$ cat config.mk
export PLATFORM = sky130hd
export DESIGN_NAME = tmr_trig_master
export DESIGN_NICKNAME = d
export VERILOG_FILES = /design/src/rtl/tmr_pkg.sv /design/src/rtl/tmr_psc.sv /design/src/rtl/tmr_cnt.sv /design/src/rtl/tmr_cmp.sv /design/src/rtl/tmr_trg_sel.sv /design/src/rtl/tmr_trig_master.sv
export SDC_FILE = /design/constraint.sdc
export NUM_CORES = 1
export LEC_CHECK = 0
export BUFFER_PORTS_ARGS = -buffer_cell sky130_fd_sc_hd__buf_2
export CAP_MARGIN = 40
export CORE_ASPECT_RATIO = 2
export CORE_MARGIN = 5
export CORE_UTILIZATION = 54
export DETAILED_ROUTE_END_ITERATION = 10
export HOLD_SLACK_MARGIN = 0.06
export PLACE_DENSITY = 0.81
export SETUP_SLACK_MARGIN = 0.1
export SLEW_MARGIN = 0
export SYNTH_ARGS = -nofsm -noshare
export SYNTH_HDL_FRONTEND = slang
export SYNTH_SLANG_ARGS = --single-unit
$ cat constraint.sdc
create_clock -name clk -period 2.5 [get_ports clk]
set_clock_uncertainty 0.1 [all_clocks]
set_input_delay 0.25 -clock clk [delete_from_list [all_inputs] [get_ports clk]]
set_output_delay 0.25 -clock clk [all_outputs]
set_load 0.02 [all_outputs]
$ cat src/rtl/tmr_pkg.sv
// Shared constants for the master trigger timer.
// Assumes the trigger select field is exactly 3 bits wide.
package tmr_pkg;
    localparam int MMS_W = 3;
    // Trigger source codes decoded by the trigger selector.
    localparam logic [MMS_W-1:0] TRG_SRC_UPDATE = 3'b010;
    localparam logic [MMS_W-1:0] TRG_SRC_OCREF  = 3'b100;
endpackage

$ cat src/rtl/tmr_psc.sv
// Clock divider: raises tick once every div+1 enabled clocks.
// Assumes div is held stable while counting; a lowered div takes effect
// at once because the phase is compared with >=.
module tmr_psc #(
    parameter int PSC_W = 16
) (
    input  logic             clk,
    input  logic             rst_n,
    input  logic             en,
    input  logic [PSC_W-1:0] div,
    output logic             tick
);
    logic [PSC_W-1:0] phase;

    assign tick = en && (phase >= div);

    // Advance the divider phase while enabled, restart it on each tick.
    always_ff @(posedge clk) begin
        if (!rst_n)      phase <= '0;
        else if (tick)   phase <= '0;
        else if (en)     phase <= phase + 1'b1;
    end

    AST_PSC_SPACING: assert property (@(posedge clk) disable iff (!rst_n)
        (tick && div != '0 && $stable(div)) |=> !tick);
    AST_PSC_NEEDS_EN: assert property (@(posedge clk) disable iff (!rst_n)
        !en |=> $stable(phase));
endmodule

$ cat src/rtl/tmr_cnt.sv
// Auto-reload up counter: steps on each tick, wraps to 0 at the reload
// value and flags the wrap with a one-clock update strobe.
// Assumes tick is already qualified by the enable.
module tmr_cnt #(
    parameter int CNT_W = 16
) (
    input  logic             clk,
    input  logic             rst_n,
    input  logic             tick,
    input  logic [CNT_W-1:0] reload,
    output logic [CNT_W-1:0] cnt,
    output logic             upd
);
    logic wrap;

    assign wrap = (cnt >= reload);

    // Count on ticks; on a wrap return to zero.
    always_ff @(posedge clk) begin
        if (!rst_n)            cnt <= '0;
        else if (tick && wrap) cnt <= '0;
        else if (tick)         cnt <= cnt + 1'b1;
    end

    // Register the update strobe so it lines up with the zeroed counter.
    always_ff @(posedge clk) begin
        if (!rst_n) upd <= 1'b0;
        else        upd <= tick && wrap;
    end

    AST_UPD_AT_ZERO: assert property (@(posedge clk) disable iff (!rst_n)
        upd |-> (cnt == '0));
    AST_HOLD_NO_TICK: assert property (@(posedge clk) disable iff (!rst_n)
        !tick |=> (!upd && $stable(cnt)));
endmodule

$ cat src/rtl/tmr_cmp.sv
// Compare channel reference: high while the counter is below the compare
// value. Purely combinational from the registered counter.
module tmr_cmp #(
    parameter int CNT_W = 16
) (
    input  logic [CNT_W-1:0] cnt,
    input  logic [CNT_W-1:0] cmp,
    output logic             ref_lvl
);
    // Reference level from an unsigned magnitude compare.
    always_comb ref_lvl = (cnt < cmp);
endmodule

$ cat src/rtl/tmr_trg_sel.sv
// Trigger selector: registers the source chosen by the select field onto
// the trigger line. Bit 2 set picks the compare reference, the update code
// picks the update strobe, every other code drives low.
module tmr_trg_sel
    import tmr_pkg::*;
(
    input  logic             clk,
    input  logic             rst_n,
    input  logic [MMS_W-1:0] mms,
    input  logic             upd,
    input  logic             ref_lvl,
    output logic             trig
);
    logic trig_d;

    // Decode the select field into the next trigger value.
    always_comb begin
        if (mms[2])                     trig_d = ref_lvl;
        else if (mms == TRG_SRC_UPDATE) trig_d = upd;
        else                            trig_d = 1'b0;
    end

    // Register the trigger so downstream timers see a clean line.
    always_ff @(posedge clk) begin
        if (!rst_n) trig <= 1'b0;
        else        trig <= trig_d;
    end

    AST_TRG_UPDATE: assert property (@(posedge clk) disable iff (!rst_n)
        (mms == TRG_SRC_UPDATE) |=> (trig == $past(upd)));
    AST_TRG_OCREF: assert property (@(posedge clk) disable iff (!rst_n)
        mms[2] |=> (trig == $past(ref_lvl)));
    AST_TRG_OFF: assert property (@(posedge clk) disable iff (!rst_n)
        (mms == 3'b000 || mms == 3'b001 || mms == 3'b011) |=> !trig);
endmodule

$ cat src/rtl/tmr_trig_master.sv
// Top: divider, reload counter, compare channel and trigger selector.
// Assumes all configuration inputs are synchronous to clk.
module tmr_trig_master
    import tmr_pkg::*;
#(
    parameter int PSC_W = 16,
    parameter int CNT_W = 16
) (
    input  logic             clk,
    input  logic             rst_n,
    input  logic             cnt_en,
    input  logic [PSC_W-1:0] psc_val,
    input  logic [CNT_W-1:0] reload_val,
    input  logic [CNT_W-1:0] cmp_val,
    input  logic [MMS_W-1:0] mms,
    output logic             trig_out,
    output logic             upd_evt,
    output logic             oc_ref,
    output logic [CNT_W-1:0] cnt_val
);
    logic cnt_tick;

    tmr_psc #(.PSC_W(PSC_W)) u_psc (
        .clk(clk), .rst_n(rst_n), .en(cnt_en), .div(psc_val), .tick(cnt_tick)
    );

    tmr_cnt #(.CNT_W(CNT_W)) u_cnt (
        .clk(clk), .rst_n(rst_n), .tick(cnt_tick), .reload(reload_val),
        .cnt(cnt_val), .upd(upd_evt)
    );

    tmr_cmp #(.CNT_W(CNT_W)) u_cmp (
        .cnt(cnt_val), .cmp(cmp_val), .ref_lvl(oc_ref)
    );

    tmr_trg_sel u_sel (
        .clk(clk), .rst_n(rst_n), .mms(mms), .upd(upd_evt),
        .ref_lvl(oc_ref), .trig(trig_out)
    );

    AST_RESET_CLEAR: assert property (@(posedge clk)
        !rst_n |=> (cnt_val == '0 && !upd_evt && !trig_out));
endmodule

## After elaboration in Yosys (flattened, before gate mapping)

Cells that the tools add are included.

- Add/sub/neg operators: 2
- Order comparisons: 3
- Equality and inequality tests: 1
- Multiplexer cells: 2
- Bitwise operators: 1
- Reductions and logical operators: 4

Operators by type and width:

| operator | count |
|---|---|
| adder 16 x 1 -> 16 bit (second input constant) | 2 |
| greater-or-equal comparator 16 bit | 2 |
| < comparator 16 bit | 1 |
| OR reduction 2 bit | 2 |
| == test 3 x 2 -> 1 bit (second input constant) | 1 |
| logical AND 1 bit | 2 |
| two-way mux 1 bit | 2 |
| inverter 1 bit | 1 |

- Register bits: 34
- Input bits: 54
- Output and inout bits: 19
- Logic and storage cells: 17

## Depth between registers and ports, before layout

Gate-level depths: netlist of run 1.

- Word-level depth: 4
- Depth in mapped cells: 10
- Mapped depth without buffers: 8

## By module

Synthesis of run 1 repeated with hierarchy kept, for this count alone.

- Cells, all modules: 335
- Area total of the unflattened synthesis: 2,829.0 um^2

Modules (own cells, without submodules):

| module | instances | cells each | area an instance (um^2) | sequential area each (um^2) |
|---|---|---|---|---|
| tmr_cnt | 1 | 144 | 1,252.5 | 340.3 |
| tmr_psc | 1 | 135 | 1,158.6 | 320.3 |
| tmr_cmp | 1 | 52 | 375.4 | 0.0 |
| tmr_trg_sel | 1 | 4 | 42.5 | 20.0 |

## Worst setup path before layout of run 1

No wires, ideal clock.

- Kind: reg2out
- Start point: reg u_cnt.cnt[9]
- End point: out oc_ref
- Arrival time: 2.165 ns
- Data required time: 2.150 ns
- Setup slack: -0.015 ns
- Cell stages (with the launch flop): 8
- Buffers on the path: 0
- Cells stage by stage: dfxtp_1 > ha_1 > a21o_1 > a21o_1 > a21o_1 > a211oi_1 > o22ai_1 > a211oi_1

- Longest elaborated chain between the ends: 1

Ends and longest elaborated chain:

| item | RTL line | source |
|---|---|---|
| from (decl) | tmr_cnt.sv:11 | `output logic [CNT_W-1:0] cnt,` |
| from (signal assigned) | tmr_cnt.sv:22 | `else if (tick) cnt <= cnt + 1'b1;` |
| < comparator 16 bit | tmr_cmp.sv:11 | `always_comb ref_lvl = (cnt < cmp);` |
| to (decl) | tmr_trig_master.sv:18 | `output logic oc_ref,` |

No other way between the ends.

## Worst setup path after layout of run 1

Same ends and word-level chain as after synthesis.

==> key figures, run 1 <==
Synth
  • Synthesized area per cell: 8.01 um2
  • Synth warn: 0
  • Post-Syn Nets: 455
  • Mapped Area: 2820 um2
  • Top cell type's share of synthesized area: 24.1%
  • Dominant cell type by area after synthesis: dfxtp_1
  • Top cells by area, synth: dfxtp_1 (24%), ha_1 (22%), inv_1 (6.8%), nor2_1 (4.9%), nand4_1 (3.3%)
  • Mapped Cells: 352
  • Seq/Total Area, Yosys: 24.1%
  • Synth unique cells: 48
  • Synth Register Bits: 34

Cells and area
  • Most frequent cells in the layout: buf_2 (71), inv_1 (50), ha_1 (40)
  • Syn-to-layout area delta: 33.0%
  • Commonest non-fill, non-tap cell in the layout: buf_2
  • Diode count: 0
  • Fin nets: 552
  • Layout cell share with drive strength beyond 1: 33.7%
  • Post-route cell area: 3750 um2

Timing
  • Worst-Margin Slew: 0.622 ns
  • Min Tclk post-route: 2.45 ns
  • Hold_ws: 0.0889 ns
  • Final max-slew violation count: 0
  • Hold Vio Cnt, Final: 0
  • Slew headroom: 58.5%
  • Tcrit/Tclk final: 98.0%
  • Unrepaired setup endpoints after global routing: true
  • Final setup viols: 0
  • Max Clock Freq: 408 MHz
  • Total negative slack: 0 ns

Clock network
  • H-tree depth: 2
  • Clock sink count: 34
  • Root Buffer: clkbuf_8
  • Skew-Pair Late Insertion Delay: 0.28 ns
  • Clock-pin slew on the worst setup and hold paths: 0.07 ns
  • CTS Buffer Depth: 2
  • Cts bufs inserted: 5
  • CTS Hold Bufs: 0
  • CTS tree: done

Die
  • Io pins: 73
  • DIE WIDTH: 61.1 um
  • Die Ht: 112 um
  • Num rows: 37
  • Starting Density: 55.4%
  • Die area: 6850 um2
  • Core area: 5090 um2

Drt
  • Final ANT Viol Nets: 0
  • # DRC: 0
  • DR iter-0 viols: 121
  • Vias per cell: 5.94
  • DR WL/cell: 16.2 um
  • Overall via count from detail_route: 3005
  • Post-Route WL: 8220 um
  • Total iterations of the first detailed-routing run: 4

Power and ir drop
  • Net Switching: 0.285 mW
  • Sequential power share: 48.8%
  • Switching part of the total: 25.3%
  • Cell Int Power: 0.840 mW
  • Combinational power share: 15.3%
  • VDD IR-drop max: 0.000390 V
  • Total power: 1.12 mW
  • Clock power share: 35.9%
  • Leakage: 1.91 nW
  • Power density cells: 300 nW/um2

Worst hold path
  • HP Class: input port to flop

Critical path
  • CP most frequent cell: a21o_1
  • Worst setup EP type: output pin
  • Critical path type: flop to output pin
  • Worst stage delay on the critical path: 0.36 ns
  • CP Data Arrival Time: 2.10 ns
  • Critical path, cell by cell: ha_4 > a21o_1 > a21o_1 > a21o_1 > a211oi_2 > o22ai_2 > a211oi_2 > buf_4
  • CP Max Fanout: 2
  • Crit-path slowest cell: dfxtp_2
  • Startpoint Class: flop
  • WP data required: 2.15 ns

Global route
  • Vias in the first global route: 2825
  • GRT Max-Usage Layer: met2
  • Met2 GRT Util: 43.2%
  • Largest net degree at the start of global routing: 18
  • Met3 usage: 2.88%
  • First-pass GRT wire length: 12000 um
  • Initial antenna violation count: 0
  • Total congestion overflow: 0
  • Grt met1 use: 22.0%
  • Aggregate global-route resource usage: 22.4%

Placement
  • Post-DP Area: 3350 um2
  • Global placement routability congestion: 0.857
  • Hpwl dp: 5890 um
  • Port bufs: 72

Status
  • Status: finished clean

Job
  • Max Cap Violations: 0
## logic make-up after synthesis
family                   share of synthesized area (%)
AND/OR/NAND/NOR                                   21.9
AO/OA/AOI/OAI                                     17.5
buffers and inverters                             9.05
adder cells (fa/ha/maj)                           21.7
flip-flops                                        24.1
XOR/XNOR                                          5.28
multiplexers                                     0.355
## worst paths after layout
kind	to	cells past startpoint	slack, ns	start
setup / recovery	oc_ref	8	0.05	u_cnt.cnt[9]
hold reg to reg	u_sel.trig	2	0.42	u_cnt.upd
hold / removal	u_sel.trig	2	0.09	mms[2]
setup reg to reg	u_cnt.cnt[3]	8	0.11	u_psc.phase[6]
## per-layer routing
metal | vias to the layer above | wire length, um
met3 | 22 | 484
li1 | 1444 | -
met5 | - | 0
met4 | 0 | 229
met1 | 1418 | 2800
met2 | 121 | 4710
## worst max-delay path: cells and delay by family (launching register included)
family	cells	cell delay, ns
AOI/OAI and AO/OA	6	1.09
DFF	1	0.36
adders and majority gates	1	0.20
buffers and inverters	1	0.17
## power by group through the flow
stage	clock (mW)	sequential (mW)	combinational [mW]
2_1_floorplan	0	0.563	0.0837
3_3_place_gp	0	0.561	0.143
3_5_place_dp	0	0.561	0.148
4_1_cts	0.409	0.549	0.151
5_1_grt	0.425	0.549	0.193
6_report	0.404	0.549	0.172
## synthesized netlist by cell type (all sizes together)
cell type	n
a2111o	1
a211o	2
a211oi	4
a21boi	1
a21o	7
a21oi	17
a221oi	1
a22oi	1
a311oi	1
a31oi	2
and2	2
and3	6
and4	2
buf	6
clkbuf	4
dfxtp	34
ha	49
inv	51
mux2i	1
nand2	19
nand2b	4
nand3	18
nand3b	1
nand4	16
nand4b	4
nor2	37
nor3	2
nor4	1
o2111ai	3
o211ai	4
o21a	1
o21ai	15
o221ai	5
o22ai	2
o311ai	1
o31ai	1
o32ai	1
or2	1
or3	6
or4	1
xnor2	8
xor2	9
## final cells by class
class                   count  area, um2
inverters                  51        191
multi-input cells         258       2100
repair buffers             99        611
fillers                   377       1340
well taps                  58       72.6
clock buffers               6       82.6
flip-flops and latches     34        694
## through the flow
step                      util, %  instances  setup slack, ns
final                        73.6        506           0.0502
after global routing         73.6        506          -0.0187
after CTS                    68.9        502           0.0720
after detailed placement     65.7        491           0.0711
after global placement       65.7        491            0.119
after floorplan                 -        352            0.161
## registers in the layout, indices dropped and copies added (netlist names)
| signal | cells |
|---|---|
| u_cnt.upd | 1 |
| u_sel.trig | 1 |
| u_psc.phase | 16 |
| u_cnt.cnt | 16 |
## timing repair
| action | CTS | global route |
|---|---|---|
| pin swaps | 7 | 21 |
| resized for setup | 9 | 38 |
| setup endpoints to repair | 22 | 29 |
| cloned | 0 | 2 |
| buffers inserted | 5 | 4 |
Power figures use the tool's default switching activity.
==> run 2, diff against run 1 <==
CORE_MARGIN = default   (was 5)
==> run 2 against run 1 <==
Net effect:
- via count shrank 4.4%
- combinational power shrank 10%
- maximum frequency is 0.18% higher
- largest cell class unchanged
- largest power group unchanged
- highest routed layer unchanged
==> key figures, run 2 (synthesis results as in run 1) <==
Status
  • Status: finished clean

Die
  • Core area: 4950 um2
  • Die Ht: 104 um
  • Io pins: 73
  • DIE WIDTH: 53.1 um
  • Starting Density: 56.9%
  • Num rows: 36
  • Die area: 5530 um2

Clock network
  • CTS Hold Bufs: 0
  • CTS Buffer Depth: 2
  • H-tree depth: 2
  • Skew-Pair Late Insertion Delay: 0.29 ns
  • Clock sink count: 34
  • Root Buffer: clkbuf_8
  • Cts bufs inserted: 5
  • CTS tree: done
  • Clock-pin slew on the worst setup and hold paths: 0.07 ns

Cells and area
  • Commonest non-fill, non-tap cell in the layout: buf_2
  • Syn-to-layout area delta: 24.9%
  • Area taken by multi-input logic gates: 1990 um2
  • Diode count: 0
  • Layout cell share with drive strength beyond 1: 28.0%
  • Most frequent cells in the layout: buf_2 (71), inv_1 (51), ha_1 (46)
  • Reg area: 683 um2
  • Post-route cell area: 3520 um2
  • Final core utilization: 71.1%
  • Top Registers: u_cnt.cnt x16, u_psc.phase x16
  • Final-layout fill cell count: 421
  • Fin nets: 542

Timing
  • Final setup viols: 0
  • Tcrit/Tclk final: 97.8%
  • Unrepaired setup endpoints after global routing: true
  • Worst-Margin Slew: 0.551 ns
  • Final max-slew violation count: 0
  • Min Tclk post-route: 2.45 ns
  • Slew headroom: 63.0%
  • Hold Vio Cnt, Final: 0
  • Max Clock Freq: 409 MHz

Drt
  • Overall via count from detail_route: 2874
  • DR iter-0 viols: 57
  • Vias per cell: 5.79
  • # DRC: 0
  • Total iterations of the first detailed-routing run: 4
  • Final ANT Viol Nets: 0
  • DR WL/cell: 14.3 um
  • Post-Route WL: 7110 um

Critical path
  • Worst Reg2Reg Path Length in Cells: 8
  • WP data required: 2.15 ns
  • R2r startpoint: u_cnt.cnt[7]
  • Startpoint Class: flop
  • CP Max Fanout: 2
  • CP Data Arrival Time: 2.10 ns
  • Critical path type: flop to output pin
  • Worst setup EP type: output pin
  • R2R Path End: u_cnt.cnt[5]
  • Reg2reg setup slack: 0.19 ns

Worst hold path
  • Hold Path Depth: 2
  • HP Class: input port to flop
  • Hold Crit Start: mms[2]
  • Hold EP: u_sel.trig

Power and ir drop
  • VDD IR-drop max: 0.000272 V
  • Power density cells: 308 nW/um2
  • Leakage: 1.84 nW
  • Combinational power share: 14.2%
  • Clock power share: 35.2%
  • Switching part of the total: 25.7%
  • Cell Int Power: 0.806 mW
  • Net Switching: 0.279 mW
  • Sequential power share: 50.6%

Placement
  • Post-DP Area: 3320 um2
  • Global placement routability congestion: 0.852
  • Hpwl dp: 5480 um
  • Port bufs: 72

Global route
  • Total congestion overflow: 0
  • Aggregate global-route resource usage: 26.6%
  • Vias in the first global route: 2732
  • Initial antenna violation count: 0
  • First-pass GRT wire length: 11300 um
  • Largest net degree at the start of global routing: 18

Job
  • Max Cap Violations: 0
## run 2: cell count changes in the layout (fill, tap and decap cells not counted), sizes merged
cell,before,now
clkbuf,7,5
o21ai,16,15
buf,98,90
clkinv,0,2
## run 2: area by class of cell
class / instances / area share [%]
Sequential cell: 34 / 19.4
Inverter: 51 / 5.44
Clock inverter: 2 / 0.284
Multi-Input combinational cell: 257 / 56.6
Tap cell: 57 / 2.03
Clock buffer: 5 / 1.95
Timing Repair Buffer: 90 / 14.3
## run 2: per-layer routing
| metal | global-route usage, % | vias to the layer above | part of all wire, % |
|---|---|---|---|
| met5 | 0 | - | 0 |
| met4 | 12.8 | 0 | 4.4 |
| met1 | 26.2 | 1330 | 36 |
| li1 | - | 1421 | - |
| met2 | 50.5 | 97 | 56 |
| met3 | 2.92 | 26 | 3.9 |
## run 2: worst max-delay path, cell delays in order (launching register included)
cell	delay [ns]
dfxtp_1	0.32
ha_1	0.27
a21o_1	0.16
a211o_1	0.27
a221oi_2	0.32
o22ai_2	0.14
a211oi_2	0.15
buf_4	0.17
## run 2: repair_timing
| action | CTS | global route |
|---|---|---|
| gates resized for setup | 8 | 17 |
| endpoints found under the setup margin | 7 | 30 |
| buffers inserted | 1 | 0 |
| pin swaps | 4 | 7 |
## run 2: power groups by stage
stage / Clock, mW / Sequential [mW] / Combinational, mW
after global placement: 0 / 0.561 / 0.143
after floorplan: 0 / 0.563 / 0.0837
after CTS: 0.393 / 0.549 / 0.151
after global routing: 0.420 / 0.549 / 0.176
final: 0.382 / 0.549 / 0.154
after detailed placement: 0 / 0.561 / 0.149
## run 2: metrics by stage
step	power [mW]	cells	TNS (ns)	setup slack [ns]	hold slack, ns
after global placement	0.704	488	0	0.101	0.371
after floorplan	0.646	352	0	0.161	0.264
after global routing	1.14	496	-0.0323	-0.0323	0.0896
after CTS	1.09	496	0	0.0176	0.0751
after detailed placement	0.710	488	0	0.0245	0.372
final	1.09	496	0	0.0548	0.0819
## run 2: worst max path at each step
stage          slack [ns]            to         start
3_5_place_dp         0.02  u_cnt.cnt[7]    psc_val[0]
3_3_place_gp         0.10  u_cnt.cnt[5]    psc_val[0]
2_1_floorplan        0.16        oc_ref  u_cnt.cnt[9]
6_report             0.05        oc_ref  u_cnt.cnt[1]
5_1_grt             -0.03        oc_ref  u_cnt.cnt[1]
4_1_cts              0.02        oc_ref  u_cnt.cnt[1]
==> run 3, diff against run 2 <==
CORE_UTILIZATION = 55   (was 54)
PLACE_DENSITY = 0.83   (was 0.81)
clock period = 3 ns   (was 2.5 ns; I/O delays follow)
==> run 3 against run 2 <==
Net effect:
- non-clock buffer count decreased by 12
- highest routed layer unchanged
- critical path depth increased by 1
- die area decreased by 1.8%
==> key figures, run 3 (synthesis results as in run 1) <==
Placement
  • Post-DP Area: 3230 um2
  • Placed cell count: 477
  • Place WS: 0.496 ns
  • Port bufs: 72
  • Global placement routability congestion: 0.847
  • Hpwl dp: 5280 um

Clock network
  • Clock sink count: 34
  • CTS Hold Bufs: 0
  • Skew-Pair Late Insertion Delay: 0.29 ns
  • Clock-pin slew on the worst setup and hold paths: 0.07 ns
  • H-tree depth: 2
  • Cts bufs inserted: 5
  • Root Buffer: clkbuf_8
  • CTS tree: done
  • CTS Buffer Depth: 2

Timing
  • Final max-slew violation count: 0
  • Slew headroom: 66.0%
  • Final setup viols: 0
  • Unrepaired setup endpoints after global routing: false
  • Total negative slack: 0 ns
  • Post-route setup slack: 0.284 ns
  • Max Clock Freq: 368 MHz
  • Worst-Margin Slew: 0.509 ns
  • Hold_ws: 0.139 ns
  • Hold Vio Cnt, Final: 0
  • Tcrit/Tclk final: 90.5%
  • Min Tclk post-route: 2.72 ns

Worst hold path
  • Hold Crit Start: mms[2]
  • HP Class: input port to flop
  • Hold EP: u_sel.trig
  • Hold Path Depth: 2

Cells and area
  • Fin nets: 530
  • Top Registers: u_cnt.cnt x16, u_psc.phase x16
  • Diode count: 0
  • Post-Layout Cell Count: 484
  • Final core utilization: 67.5%
  • Most frequent cells in the layout: buf_2 (72), inv_1 (51), ha_1 (49)
  • Layout cell share with drive strength beyond 1: 22.2%
  • Syn-to-layout area delta: 17.5%
  • Commonest non-fill, non-tap cell in the layout: buf_2
  • Post-route cell area: 3310 um2

Global route
  • Largest net degree at the start of global routing: 18
  • Vias in the first global route: 2718
  • Aggregate global-route resource usage: 25.9%
  • First-pass GRT wire length: 10700 um
  • Initial antenna violation count: 0
  • Total congestion overflow: 0

Power and ir drop
  • Power density cells: 273 nW/um2
  • VDD IR-drop max: 0.000340 V
  • Total power: 0.903 mW
  • Leakage: 1.76 nW

Die
  • Die Ht: 103 um
  • Num rows: 36
  • DIE WIDTH: 52.6 um
  • Io pins: 73
  • Core area: 4910 um2
  • Starting Density: 57.4%
  • Die area: 5430 um2

Critical path
  • Worst setup EP type: output pin
  • Startpoint Class: flop
  • Reg2reg setup slack: 0.48 ns
  • Critical path type: flop to output pin
  • CP Data Arrival Time: 2.32 ns
  • Worst Reg2Reg Path Length in Cells: 8
  • R2r startpoint: u_psc.phase[0]
  • R2R Path End: u_cnt.cnt[6]
  • CP Max Fanout: 6
  • WP data required: 2.60 ns

Drt
  • Vias per cell: 5.88
  • DR iter-0 viols: 63
  • Overall via count from detail_route: 2846
  • Final ANT Viol Nets: 0
  • # DRC: 0
  • DR WL/cell: 13.7 um
  • Post-Route WL: 6640 um
  • Total iterations of the first detailed-routing run: 4

Status
  • Status: finished clean

Job
  • Max Cap Violations: 0
[run 3: changes by cell type in the layout (fill, tap and decap cells not counted), sizes merged]
cell / change
buf: -12
[run 3: final cells by class]
class / instances / area [um2]
flip-flops and latches: 34 / 682
inverters: 51 / 191
well taps: 57 / 71.3
repair buffers: 78 / 405
clock buffers: 5 / 68.8
multi-input cells: 257 / 1880
fillers: 433 / 1600
clock inverters: 2 / 10.0
[run 3: layer usage]
metal  GRT usage (%)  wire length (um)  up-vias
met5               0                 0        -
li1                -                 -     1395
met3            2.63               288       26
met2            51.1              3610      112
met4            15.8               305        0
met1            23.7              2440     1313
[run 3: what timing repair did]
action / in CTS / in global routing
resized for setup: 0 / 1
setup buffers: 0 / 0
endpoints found under the setup margin: 0 / 1
[run 3: power breakdown]
group | leakage [nW] | switching [mW] | internal [mW]
registers | 0.275 | 0.00321 | 0.455
logic | 1.45 | 0.0643 | 0.0565
clock network | 0.0438 | 0.169 | 0.156
[run 3: how the worst max path moves through the flow]
stage	start	to	cells after the start
3_3_place_gp	psc_val[0]	u_cnt.cnt[4]	8
4_1_cts	u_cnt.cnt[9]	oc_ref	8
6_report	u_cnt.cnt[9]	oc_ref	8
2_1_floorplan	u_cnt.cnt[9]	oc_ref	7
5_1_grt	u_cnt.cnt[2]	oc_ref	6
3_5_place_dp	u_psc.phase[0]	u_cnt.cnt[6]	8
[run 3: critical path, cell delays in order (launching register included)]
cell and delay, ns:
dfxtp_2 0.35, ha_1 0.29, a21o_1 0.19, a21o_1 0.18, a21o_1 0.17, a211oi_1 0.27
o22ai_1 0.14, a211oi_1 0.23, buf_2 0.20
